<file path="src/rtl/addr_gen_pkg.sv">
package addr_gen_pkg;
  typedef enum logic {
    SRC_PC  = 1'b0,
    SRC_ALU = 1'b1
  } addr_src_e;
endpackage

</file>
<file path="src/rtl/addr_src_mux.sv">
module addr_src_mux
  import addr_gen_pkg::*;
#(
  parameter int ADDR_W = 32
) (
  input  logic              sel_i,
  input  logic [ADDR_W-1:0] pc_i,
  input  logic [ADDR_W-1:0] alu_i,
  output logic [ADDR_W-1:0] addr_o
);
  always_comb begin
    unique case (addr_src_e'(sel_i))
      SRC_ALU: addr_o = alu_i;
      default: addr_o = pc_i;
    endcase
  end
endmodule

</file>
<file path="src/rtl/addr_incr.sv">
module addr_incr #(
  parameter int ADDR_W     = 32,
  parameter int WORD_BYTES = 4
) (
  input  logic [ADDR_W-1:0] cur_i,
  output logic [ADDR_W-1:0] next_o
);
  localparam logic [ADDR_W-1:0] STEP = ADDR_W'(WORD_BYTES);

  // Carry out of the top bit is dropped: the address wraps.
  assign next_o = cur_i + STEP;
endmodule

</file>
<file path="src/rtl/addr_hold_reg.sv">
module addr_hold_reg #(
  parameter int ADDR_W = 32
) (
  input  logic              clk_i,
  input  logic              rst_ni,
  input  logic              load_i,
  input  logic              incr_i,
  input  logic [ADDR_W-1:0] load_val_i,
  input  logic [ADDR_W-1:0] incr_val_i,
  output logic [ADDR_W-1:0] q_o,
  output logic              vld_o
);
  always_ff @(posedge clk_i or negedge rst_ni) begin
    if (!rst_ni) begin
      q_o   <= '0;
      vld_o <= 1'b0;
    end else begin
      vld_o <= load_i | incr_i;
      if (load_i)      q_o <= load_val_i;  // load beats increment
      else if (incr_i) q_o <= incr_val_i;
    end
  end
endmodule

</file>
<file path="src/rtl/addr_gen_unit.sv">
module addr_gen_unit
  import addr_gen_pkg::*;
#(
  parameter int ADDR_W     = 32,
  parameter int WORD_BYTES = 4
) (
  input  logic              clk_i,
  input  logic              rst_ni,
  input  logic              src_sel_i,
  input  logic              load_i,
  input  logic              incr_i,
  input  logic [ADDR_W-1:0] pc_addr_i,
  input  logic [ADDR_W-1:0] alu_addr_i,
  output logic [ADDR_W-1:0] bus_addr_o,
  output logic              bus_valid_o
);
  localparam logic [ADDR_W-1:0] STEP = ADDR_W'(WORD_BYTES);

  logic [ADDR_W-1:0] sel_addr;
  logic [ADDR_W-1:0] inc_addr;

  addr_src_mux #(.ADDR_W(ADDR_W)) u_mux (
    .sel_i (src_sel_i),
    .pc_i  (pc_addr_i),
    .alu_i (alu_addr_i),
    .addr_o(sel_addr)
  );

  addr_incr #(.ADDR_W(ADDR_W), .WORD_BYTES(WORD_BYTES)) u_incr (
    .cur_i (bus_addr_o),
    .next_o(inc_addr)
  );

  addr_hold_reg #(.ADDR_W(ADDR_W)) u_reg (
    .clk_i     (clk_i),
    .rst_ni    (rst_ni),
    .load_i    (load_i),
    .incr_i    (incr_i),
    .load_val_i(sel_addr),
    .incr_val_i(inc_addr),
    .q_o       (bus_addr_o),
    .vld_o     (bus_valid_o)
  );

  always_comb begin
    if (!rst_ni) a_reset_r1: assert (bus_addr_o == '0 && !bus_valid_o);
  end

  p_load_pc_r2: assert property (@(posedge clk_i) disable iff (!rst_ni)
    (load_i && src_sel_i == SRC_PC) |=> bus_addr_o == $past(pc_addr_i));

  p_load_alu_r3_r5: assert property (@(posedge clk_i) disable iff (!rst_ni)
    (load_i && src_sel_i == SRC_ALU) |=> bus_addr_o == $past(alu_addr_i));

  p_step_r4: assert property (@(posedge clk_i) disable iff (!rst_ni)
    (!load_i && incr_i) |=> bus_addr_o == $past(bus_addr_o) + STEP);

  p_valid_hi_r6: assert property (@(posedge clk_i) disable iff (!rst_ni)
    (load_i || incr_i) |=> bus_valid_o);

  p_valid_lo_r6: assert property (@(posedge clk_i) disable iff (!rst_ni)
    (!load_i && !incr_i) |=> !bus_valid_o);

  p_hold_r7: assert property (@(posedge clk_i) disable iff (!rst_ni)
    (!load_i && !incr_i) |=> $stable(bus_addr_o));
endmodule

</file>
<file path="config.mk">
export PLATFORM = sky130hd
export DESIGN_NAME = addr_gen_unit
export DESIGN_NICKNAME = d
export VERILOG_FILES = /design/src/rtl/addr_gen_pkg.sv /design/src/rtl/addr_src_mux.sv /design/src/rtl/addr_incr.sv /design/src/rtl/addr_hold_reg.sv /design/src/rtl/addr_gen_unit.sv
export SDC_FILE = /design/constraint.sdc
export NUM_CORES = 1
export LEC_CHECK = 0
export CAP_MARGIN = 20
export CORE_ASPECT_RATIO = 1.4
export CORE_MARGIN = 2
export CORE_UTILIZATION = 45
export CTS_CLUSTER_DIAMETER = 30
export DETAILED_ROUTE_END_ITERATION = 10
export DONT_BUFFER_PORTS = 1
export PLACE_DENSITY_LB_ADDON = 0.3
export SYNTH_ARGS = -nofsm -noshare
export SYNTH_HDL_FRONTEND = slang
export SYNTH_SLANG_ARGS = --single-unit
</file>
<file path="constraint.sdc">
create_clock -name clk_i -period 2.55 [get_ports clk_i]
set_input_delay 0.6375 -clock clk_i [delete_from_list [all_inputs] [get_ports clk_i]]
set_output_delay 0.6375 -clock clk_i [all_outputs]
set_load 0.02 [all_outputs]
</file>
==> out/results.ini, run 1 <==
[outcome]
status=finished, final reports clean

[critical_path]
cp_slowest_stage_delay_ps=620
crit_type=reg -> reg
crit_arrival_ps=2370
cp_top_family=simple AND/OR/NAND/NOR gates
worst-path-buf-inv=0
critical_path_required_ps=2760
critical_path_peak_fanout=11
cp_slowest_cell=or4_4
path_cells=nand4_1, or4_4, or4_1, a31oi_1
worst_setup_path_end_kind=flip-flop
worst_setup_path_start_kind=flip-flop

[routing]
drtIter0Drc=86
ant_nets=0
vias=1989
dr.pass1.iters=4
wire_per_inst_um=18.4
drcViolationCount=0
vias_per_cell=6.31
wirelength_um=5810

[floorplanning]
start_util_pct=46.4
chipWidth_um=63.5
die_area_um2=5540
die_h_um=87.3
coreArea_um2=4800
rows=30
ios=102

[timing]
setup_viol=0
finalSetupTns_ps=0
skew_ps=6.09
fin_crit_sh_pct=84.6
finalCriticalPeriod_ps=2160
rsz0062_at_grt=no
relSlewSlack_pct=69.4
whs_ps=35.1
tightest_slew_ps=455
fmax_mhz=464
slew_violations=0
finalHoldViolCount=0

[place]
placed_cells=307
dp_hpwl_um=4220
portBuffers=0
gp_congestion=0.781

[pwr]
ir_drop_mv=0.316
cellLeakagePower_nw=0.859
power.density_nw_per_um2=571

[global_route]
grt_pass1_vias=1780
grt_max_degree=47
grt_first_pass_wirelength_um=9140
antenna_found_initial=0
track_usage_pct=21.3
grt_overflow=0

[cts]
insertion_delay_ps=290
clkSinkCount=33
tritoncts=built
postCtsHoldBufs=0
clk_path_buf_depth=2
ctsResizeCount=0
postCtsSetupRepairBufs=0
cts_max_level=2
root_buffer=clkbuf_8
numCtsBuffers=5
path_clk_slew_ps=70

[yosys]
yosysWarnings=0
seq_area_frac_synth_pct=37.0
syn_area_um2=2230
syn_nets=318
postSynthAreaPerCell_um2=9.00
synth.distinct_cells=37
synth_cells=248
ys_ff_latch=33

[hold_path]
hp-class=in -> async

[layout]
nets=320
antenna_cells=0
syn_to_final_growth_pct=7.46
drive_gt1_share_pct=10.4
fin_cells=315

[job]
drv_cap=0

-- Yosys cell counts --
cell	n	area, um2
clkbuf_1	12	45.0
o31a_1	12	105
and3_2	1	7.51
nand4_1	8	50.1
xnor2_1	10	87.6
a31oi_1	8	50.1
or4_1	3	22.5
and2_1	1	6.26
mux2i_1	14	140
nor3_1	4	20.0
or2_2	1	6.26
nand3_4	1	17.5
xor2_1	3	26.3
o21ai_0	11	55.1
buf_2	1	5.00
o211ai_1	2	15.0
a211oi_1	15	113
o31ai_1	2	15.0
and4_2	1	10.0
a21oi_1	11	55.1
dfrtp_1	33	826
o21a_1	2	15.0
nor2b_1	15	93.8
inv_1	3	11.3
buf_6	2	22.5
or4_4	2	22.5
mux2_2	4	45.0
nand3_1	11	55.1
nor4_1	10	62.6
nor2_1	5	18.8
or3_1	5	31.3
buf_1	1	3.75
and3_1	4	25.0
nand2_1	24	90.1
and4_1	4	35.0
nand4b_1	1	8.76
ha_1	1	12.5
-- flip-flops by register name (all words and copies together) (netlist names) --
signal / count
u_reg.vld_o: 1
u_reg.q_o: 32
-- cell families (layout without fill, tap and decap cells) --
group | after synthesis | in the layout | share of synthesized area [%]
buf+inv | 19 | 22 | 3.93
fa+ha+maj | 1 | 1 | 0.561
xor+xnor | 13 | 13 | 5.10
mux | 18 | 18 | 8.30
compound gates | 63 | 63 | 19.0
flops | 33 | 33 | 37.0
simple gates | 101 | 101 | 26.1
-- placed cells by master, fill, tap and decap left out, types with 4 or more instances in the layout --
cell	count
mux2i_1	14
nor3_1	4
nor2b_1	15
nand2_1	24
o21ai_0	11
buf_4	11
clkbuf_8	5
nand3_1	11
dfrtp_1	33
nor4_1	10
nor2_1	5
and4_1	4
a211oi_1	15
and3_1	4
mux2_2	4
a31oi_1	8
xnor2_1	10
or3_1	5
o31a_1	12
a21oi_1	11
nand4_1	8
-- metrics by stage --
step	utilization (%)	setup WS, ps	power (mW)	instance area [um2]
finish	49.9	393	1.37	2400
global route	49.9	297	1.44	2400
global placement	48.2	459	0.984	2320
floorplan	-	413	0.917	2230
CTS	49.9	404	1.38	2400
detailed placement	48.2	407	0.989	2320
-- worst reg2reg max path: cells and delay by family (launching register included) --
family           cells  cell delay, ps
AO/OA/AOI/OAI        1             170
flip-flops           1             530
AND/OR/NAND/NOR      3            1390
-- final timing paths --
| path | startpoint | end | slack, ps | cells past startpoint |
|---|---|---|---|---|
| min reg2reg | u_reg.q_o[1] | u_reg.q_o[1] | 660 | 2 |
| min | rst_ni | u_reg.vld_o | 40 | 0 |
| min in group clk_i | load_i | u_reg.q_o[1] | 440 | 1 |
| max in group asynchronous | rst_ni | u_reg.q_o[8] | 2430 | 0 |
| max | u_reg.q_o[9] | u_reg.q_o[23] | 390 | 4 |
| max reg2reg | u_reg.q_o[9] | u_reg.q_o[23] | 390 | 4 |
-- power breakdown --
| group | internal (mW) | switching (mW) |
|---|---|---|
| logic | 0.128 | 0.147 |
| clock network | 0.194 | 0.197 |
| registers | 0.580 | 0.123 |
| total | 0.902 | 0.467 |
-- cell type report --
type / instances / area [um2]
fill: 481 / 2410
multi-input combinational: 196 / 1320
timing repair buffer: 11 / 82.6
clock buffer: 8 / 80.1
tap: 64 / 80.1
sequential: 33 / 826
inverter: 3 / 11.3
-- routing by layer --
| metal | wire, um | vias up | global-route usage (%) |
|---|---|---|---|
| li1 | - | 947 | - |
| met1 | 2230 | 937 | 24.2 |
| met2 | 3040 | 97 | 37.8 |
| met3 | 480 | 8 | 6.86 |
| met4 | 65 | 0 | 6.52 |
| met5 | 0 | - | 0 |
Power figures use the tool's default switching activity.
==> inputs of run 2 (changes only) <==
--- a/config.mk
+++ b/config.mk
@@ -5,6 +5,7 @@
 export SDC_FILE = /design/constraint.sdc
 export NUM_CORES = 1
 export LEC_CHECK = 0
+export ABC_AREA = 1
 export CAP_MARGIN = 20
 export CORE_ASPECT_RATIO = 1.4
 export CORE_MARGIN = 2
==> constraint.sdc (replaced) <==
create_clock -name clk_i -period 2.2 [get_ports clk_i]
set_input_delay 0.55 -clock clk_i [delete_from_list [all_inputs] [get_ports clk_i]]
set_output_delay 0.55 -clock clk_i [all_outputs]
set_load 0.02 [all_outputs]
==> out/results.ini, run 2 <==
[critical_path]
worst_setup_path_start_kind=flip-flop
crit_type=reg -> reg
reg2reg_slack_ps=500
worst_setup_path_end_kind=flip-flop
critical_path_required_ps=2420
crit_arrival_ps=1920
critical_path_peak_fanout=6

[layout]
finish.utilization_pct=48.9
final_cell_mix=nand2_1 (140), nor2_1 (59), a21oi_1 (33), dfrtp_1 (33), inv_1 (32)
syn_to_final_growth_pct=5.88
top_regs=u_reg.q_o: 32 flops, u_reg.vld_o: 1 flops
drive_gt1_share_pct=15.5
regMostFlops=u_reg.q_o
final_cell_area_um2=2990
layout_commonest_cell=nand2_1
antenna_cells=0
nets=502
largest_reg_flops=32

[yosys]
yosysWarnings=0
syn_nets=508
syn_area_um2=2830
synthTopCellsByCount=nand2_1 (140), nor2_1 (59), a21oi_1 (33), dfrtp_1 (33), inv_1 (32)
yosys.area.top_type_share_pct=29.2
synth_most_common_cell=nand2_1
synthArstFlopShare_pct=100
synth_area_leaders=dfrtp_1 (29%), nand2_1 (19%), nor2_1 (7.8%)
synth_edf_count=0
seq_area_frac_synth_pct=29.2
ys_ff_latch=33
synth.distinct_cells=32
synthFlopType=dfrtp_1
synth_top_cell_by_area=dfrtp_1
synth_cells=438
postSynthAreaPerCell_um2=6.46

[timing]
fmax_mhz=588
tightest_slew_ps=432
slew_violations=0
rsz0062_at_grt=no
skew_ps=9.65
finalCriticalPeriod_ps=1700
whs_ps=82.4
fin_crit_sh_pct=77.3
finalSetupTns_ps=0
relSlewSlack_pct=71.2
setup_viol=0
finalHoldViolCount=0

[global_route]
track_usage_pct=24.3
grt_overflow=0
grt_max_degree=40
grt_first_pass_wirelength_um=13400
antenna_found_initial=0
grt_pass1_vias=2696

[place]
dp_hpwl_um=5870
gp_congestion=0.936
portBuffers=0
postPlaceCellArea_um2=2870

[cts]
path_clk_slew_ps=80
tritoncts=built
clkSinkCount=33
clk_path_buf_depth=2
numCtsBuffers=5
insertion_delay_ps=290
cts_max_level=2
ctsResizeCount=0
root_buffer=clkbuf_8
postCtsSetupRepairBufs=0

[floorplanning]
start_util_pct=46.2
ios=102
chipWidth_um=71.0
die_h_um=97.8
coreArea_um2=6130
die_area_um2=6940
rows=34

[routing]
drtIter0Drc=95
drcViolationCount=0
vias_per_cell=5.35
dr.pass1.iters=4
vias=2703
wirelength_um=8130
wire_per_inst_um=16.1
ant_nets=0

[pwr]
ir_drop_mv=0.349
finalPower_mw=1.85
cellLeakagePower_nw=1.41
power.density_nw_per_um2=617

[job]
drv_cap=0

[hold_path]
hp-class=in -> async

[outcome]
status=finished, final reports clean

==> run 2: changes by cell type in the layout (fill, tap and decap cells not counted), sizes merged, moves of 6 or more <==
cell / change
a211oi: -14
a21oi: +32
a31oi: -6
inv: +30
mux2i: -14
nand2: +132
nand3: +24
nand4: -8
nor2: +71
nor2b: -15
nor4: -10
o21ai: +16
o31a: -12
xnor2: -10
==> run 2: path summary, 6_finish.rpt <==
check                              from            end  depth (start not counted)
min in group clk_i               incr_i   u_reg.q_o[5]                          2
max                        u_reg.q_o[3]  u_reg.q_o[22]                          9
min reg2reg                u_reg.q_o[0]   u_reg.q_o[0]                          2
max reg2reg                u_reg.q_o[3]  u_reg.q_o[22]                          9
min                              rst_ni  u_reg.q_o[14]                          1
max in group asynchronous        rst_ni  u_reg.q_o[25]                          1
==> run 2: report_power, final <==
group | switching [mW] | internal [mW] | leakage, nW
sequential | 0.233 | 0.681 | 0.387
combinational | 0.253 | 0.153 | 0.970
clock | 0.245 | 0.283 | 0.0542
total | 0.731 | 1.12 | 1.41
==> run 2: final cells by class <==
type / instances / area, um2
Clock inverter: 1 / 5.00
Tap cell: 72 / 90.1
Timing Repair Buffer: 6 / 70.1
Sequential cell: 33 / 826
Clock buffer: 7 / 96.3
Inverter: 34 / 128
Multi-Input combinational cell: 352 / 1780
Fill cell: 672 / 3130
==> run 2: cells by family (layout without fill, tap and decap cells) <==
kind of cell,count (synthesis),count (layout),synth area share (%)
AND/OR/NAND/NOR,270,270,45.8
AO/OA/AOI/OAI,77,77,15.4
buffers and inverters,53,48,7.88
flip-flops,33,33,29.2
XOR/XNOR,4,4,1.24
adder cells (fa/ha/maj),1,1,0.442
==> run 2: repair_timing <==
action,CTS,global route
hold endpoints to repair,33,0
setup endpoints to repair,0,0
hold buffers,1,0
==> run 2: worst max-delay path, cell delays in order (launching register included) <==
cell and delay [ps]:
dfrtp_1 520, ha_1 270, nand2_2 120, nor2_8 160, nand2_8 100, nor2_8 170
nand2_2 70, nand2_2 60, nand3_2 60, a21oi_2 110
==> run 2: per-stage QoR <==
| stage | setup WS (ps) | cells |
|---|---|---|
| global route | 377 | 505 |
| global placement | 536 | 496 |
| detailed placement | 504 | 496 |
| finish | 500 | 505 |
| floorplan | 652 | 438 |
| CTS | 488 | 505 |
==> run 2: metal layers <==
metal  wire length (um)  vias to the layer above  global-route usage [%]
li1                   -                     1377                       -
met1               3120                     1234                    28.1
met2               4400                       79                    43.9
met3                410                       13                    4.64
met4                199                        0                    8.71
met5                  0                        -                       0
==> inputs of run 3 (changes only) <==
==> constraint.sdc (replaced) <==
create_clock -name clk_i -period 1.7 [get_ports clk_i]
set_input_delay 0.425 -clock clk_i [delete_from_list [all_inputs] [get_ports clk_i]]
set_output_delay 0.425 -clock clk_i [all_outputs]
set_load 0.02 [all_outputs]
==> out/results.ini, run 3 (synthesis gave the netlist of run 2 again) <==
[place]
dp_hpwl_um=6120
placed_cells=527
portBuffers=0
postPlaceCellArea_um2=3090
gp_congestion=0.904
pre_cts_slack_ps=217

[timing]
slew_violations=0
finalSetupTns_ps=0
fin_crit_sh_pct=88.1
relSlewSlack_pct=80.7
fmax_mhz=668
rsz0062_at_grt=no
finalHoldViolCount=0
timing.final.ws_setup_ps=202
whs_ps=305
setup_viol=0
tightest_slew_ps=290
skew_ps=7.49
finalCriticalPeriod_ps=1500

[pwr]
cellLeakagePower_nw=1.56
ir_drop_mv=0.432
switchingPower_uw=970
power.density_nw_per_um2=786
intPower_mw=1.56
comb_power_share_pct=33.2
p_clk_share_pct=26.9
switching_share_pct=38.3
pwr-share-seq_pct=39.9
finalPower_mw=2.53

[routing]
wire_per_inst_um=15.3
wirelength_um=8190
vias=2860
vias_per_cell=5.33
ant_nets=0
dr.pass1.iters=4
drtIter0Drc=130
drcViolationCount=0

[critical_path]
cp_slowest_stage_delay_ps=450
critical_path_required_ps=1920
path_cells=nand2_1, nor2_1, nand2_1, nor2_4, nand2_1, nand2_1, nand3_2, a21oi_2
cp_slowest_cell=dfrtp_1
worst_setup_path_end_kind=flip-flop
crit_type=reg -> reg
critical_path_peak_fanout=6
cp_top_family=simple AND/OR/NAND/NOR gates
worst_setup_path_start_kind=flip-flop
cpMostUsedCell=nand2_1
crit_arrival_ps=1720
worst-path-buf-inv=0

[layout]
fillers=652
finish.utilization_pct=52.6
antenna_cells=0
top_regs=u_reg.q_o: 32 flops, u_reg.vld_o: 1 flops
final_cell_mix=nand2_1 (140), nor2_1 (59), buf_4 (36)
fin_cells=537
nets=534
drive_gt1_share_pct=21.1
largest_reg_flops=32
syn_to_final_growth_pct=14.0
regMostFlops=u_reg.q_o
final_cell_area_um2=3220
layout_commonest_cell=nand2_1

[floorplanning]
coreArea_um2=6130
die_h_um=97.8
ios=102
chipWidth_um=71.0
rows=34
start_util_pct=46.2
die_area_um2=6940

[cts]
ctsResizeCount=0
postCtsSetupRepairBufs=0
tritoncts=built
clk_path_buf_depth=2
insertion_delay_ps=290
clkSinkCount=33
numCtsBuffers=5
cts_max_level=2
postCtsHoldBufs=2
root_buffer=clkbuf_8
path_clk_slew_ps=70

[global_route]
grt_pass1_vias=2782
grt_max_degree=40
grt_overflow=0
antenna_found_initial=0
grt_first_pass_wirelength_um=13700
track_usage_pct=24.8

[job]
drv_cap=0

[hold_path]
hp-class=in -> reg

[outcome]
status=finished, final reports clean

run 3: cell count changes in the layout (fill, tap and decap cells not counted), sizes merged:
cell,delta
buf,+31
dlygate4sd3,+1
run 3: final timing paths:
kind,from,end,slack (ps),cells past startpoint
min,incr_i,u_reg.q_o[5],310,2
max in group asynchronous,rst_ni,u_reg.q_o[28],920,2
max,u_reg.q_o[14],u_reg.q_o[31],200,8
min reg2reg,u_reg.q_o[13],u_reg.q_o[13],610,2
min in group asynchronous,rst_ni,u_reg.q_o[3],600,2
max reg2reg,u_reg.q_o[14],u_reg.q_o[31],200,8
run 3: per-layer routing:
metal	wire length (um)	vias up	global-route usage [%]
met2	4290	82	44.8
met4	81	0	6.53
met1	3380	1327	29.7
met5	0	-	0
met3	441	6	4.64
li1	-	1445	-
run 3: power groups by stage:
stage / clock network, mW / registers [mW] / logic, mW
2_1_floorplan: 0 / 1.14 / 0.450
3_5_place_dp: 0 / 1.02 / 0.824
4_1_cts: 0.696 / 1.01 / 0.851
5_1_grt: 0.721 / 1.03 / 0.939
3_3_place_gp: 0 / 1.02 / 0.808
6_report: 0.682 / 1.01 / 0.841
run 3: final cells by class:
cell class,count,area (um2),share of cell area [%]
clock buffers,7,96.3,2.99
clock inverters,1,5.00,0.155
inverters,34,128,3.96
multi-input cells,352,1780,55.2
flip-flops and latches,33,826,25.6
well taps,72,90.1,2.79
repair buffers,38,300,9.31
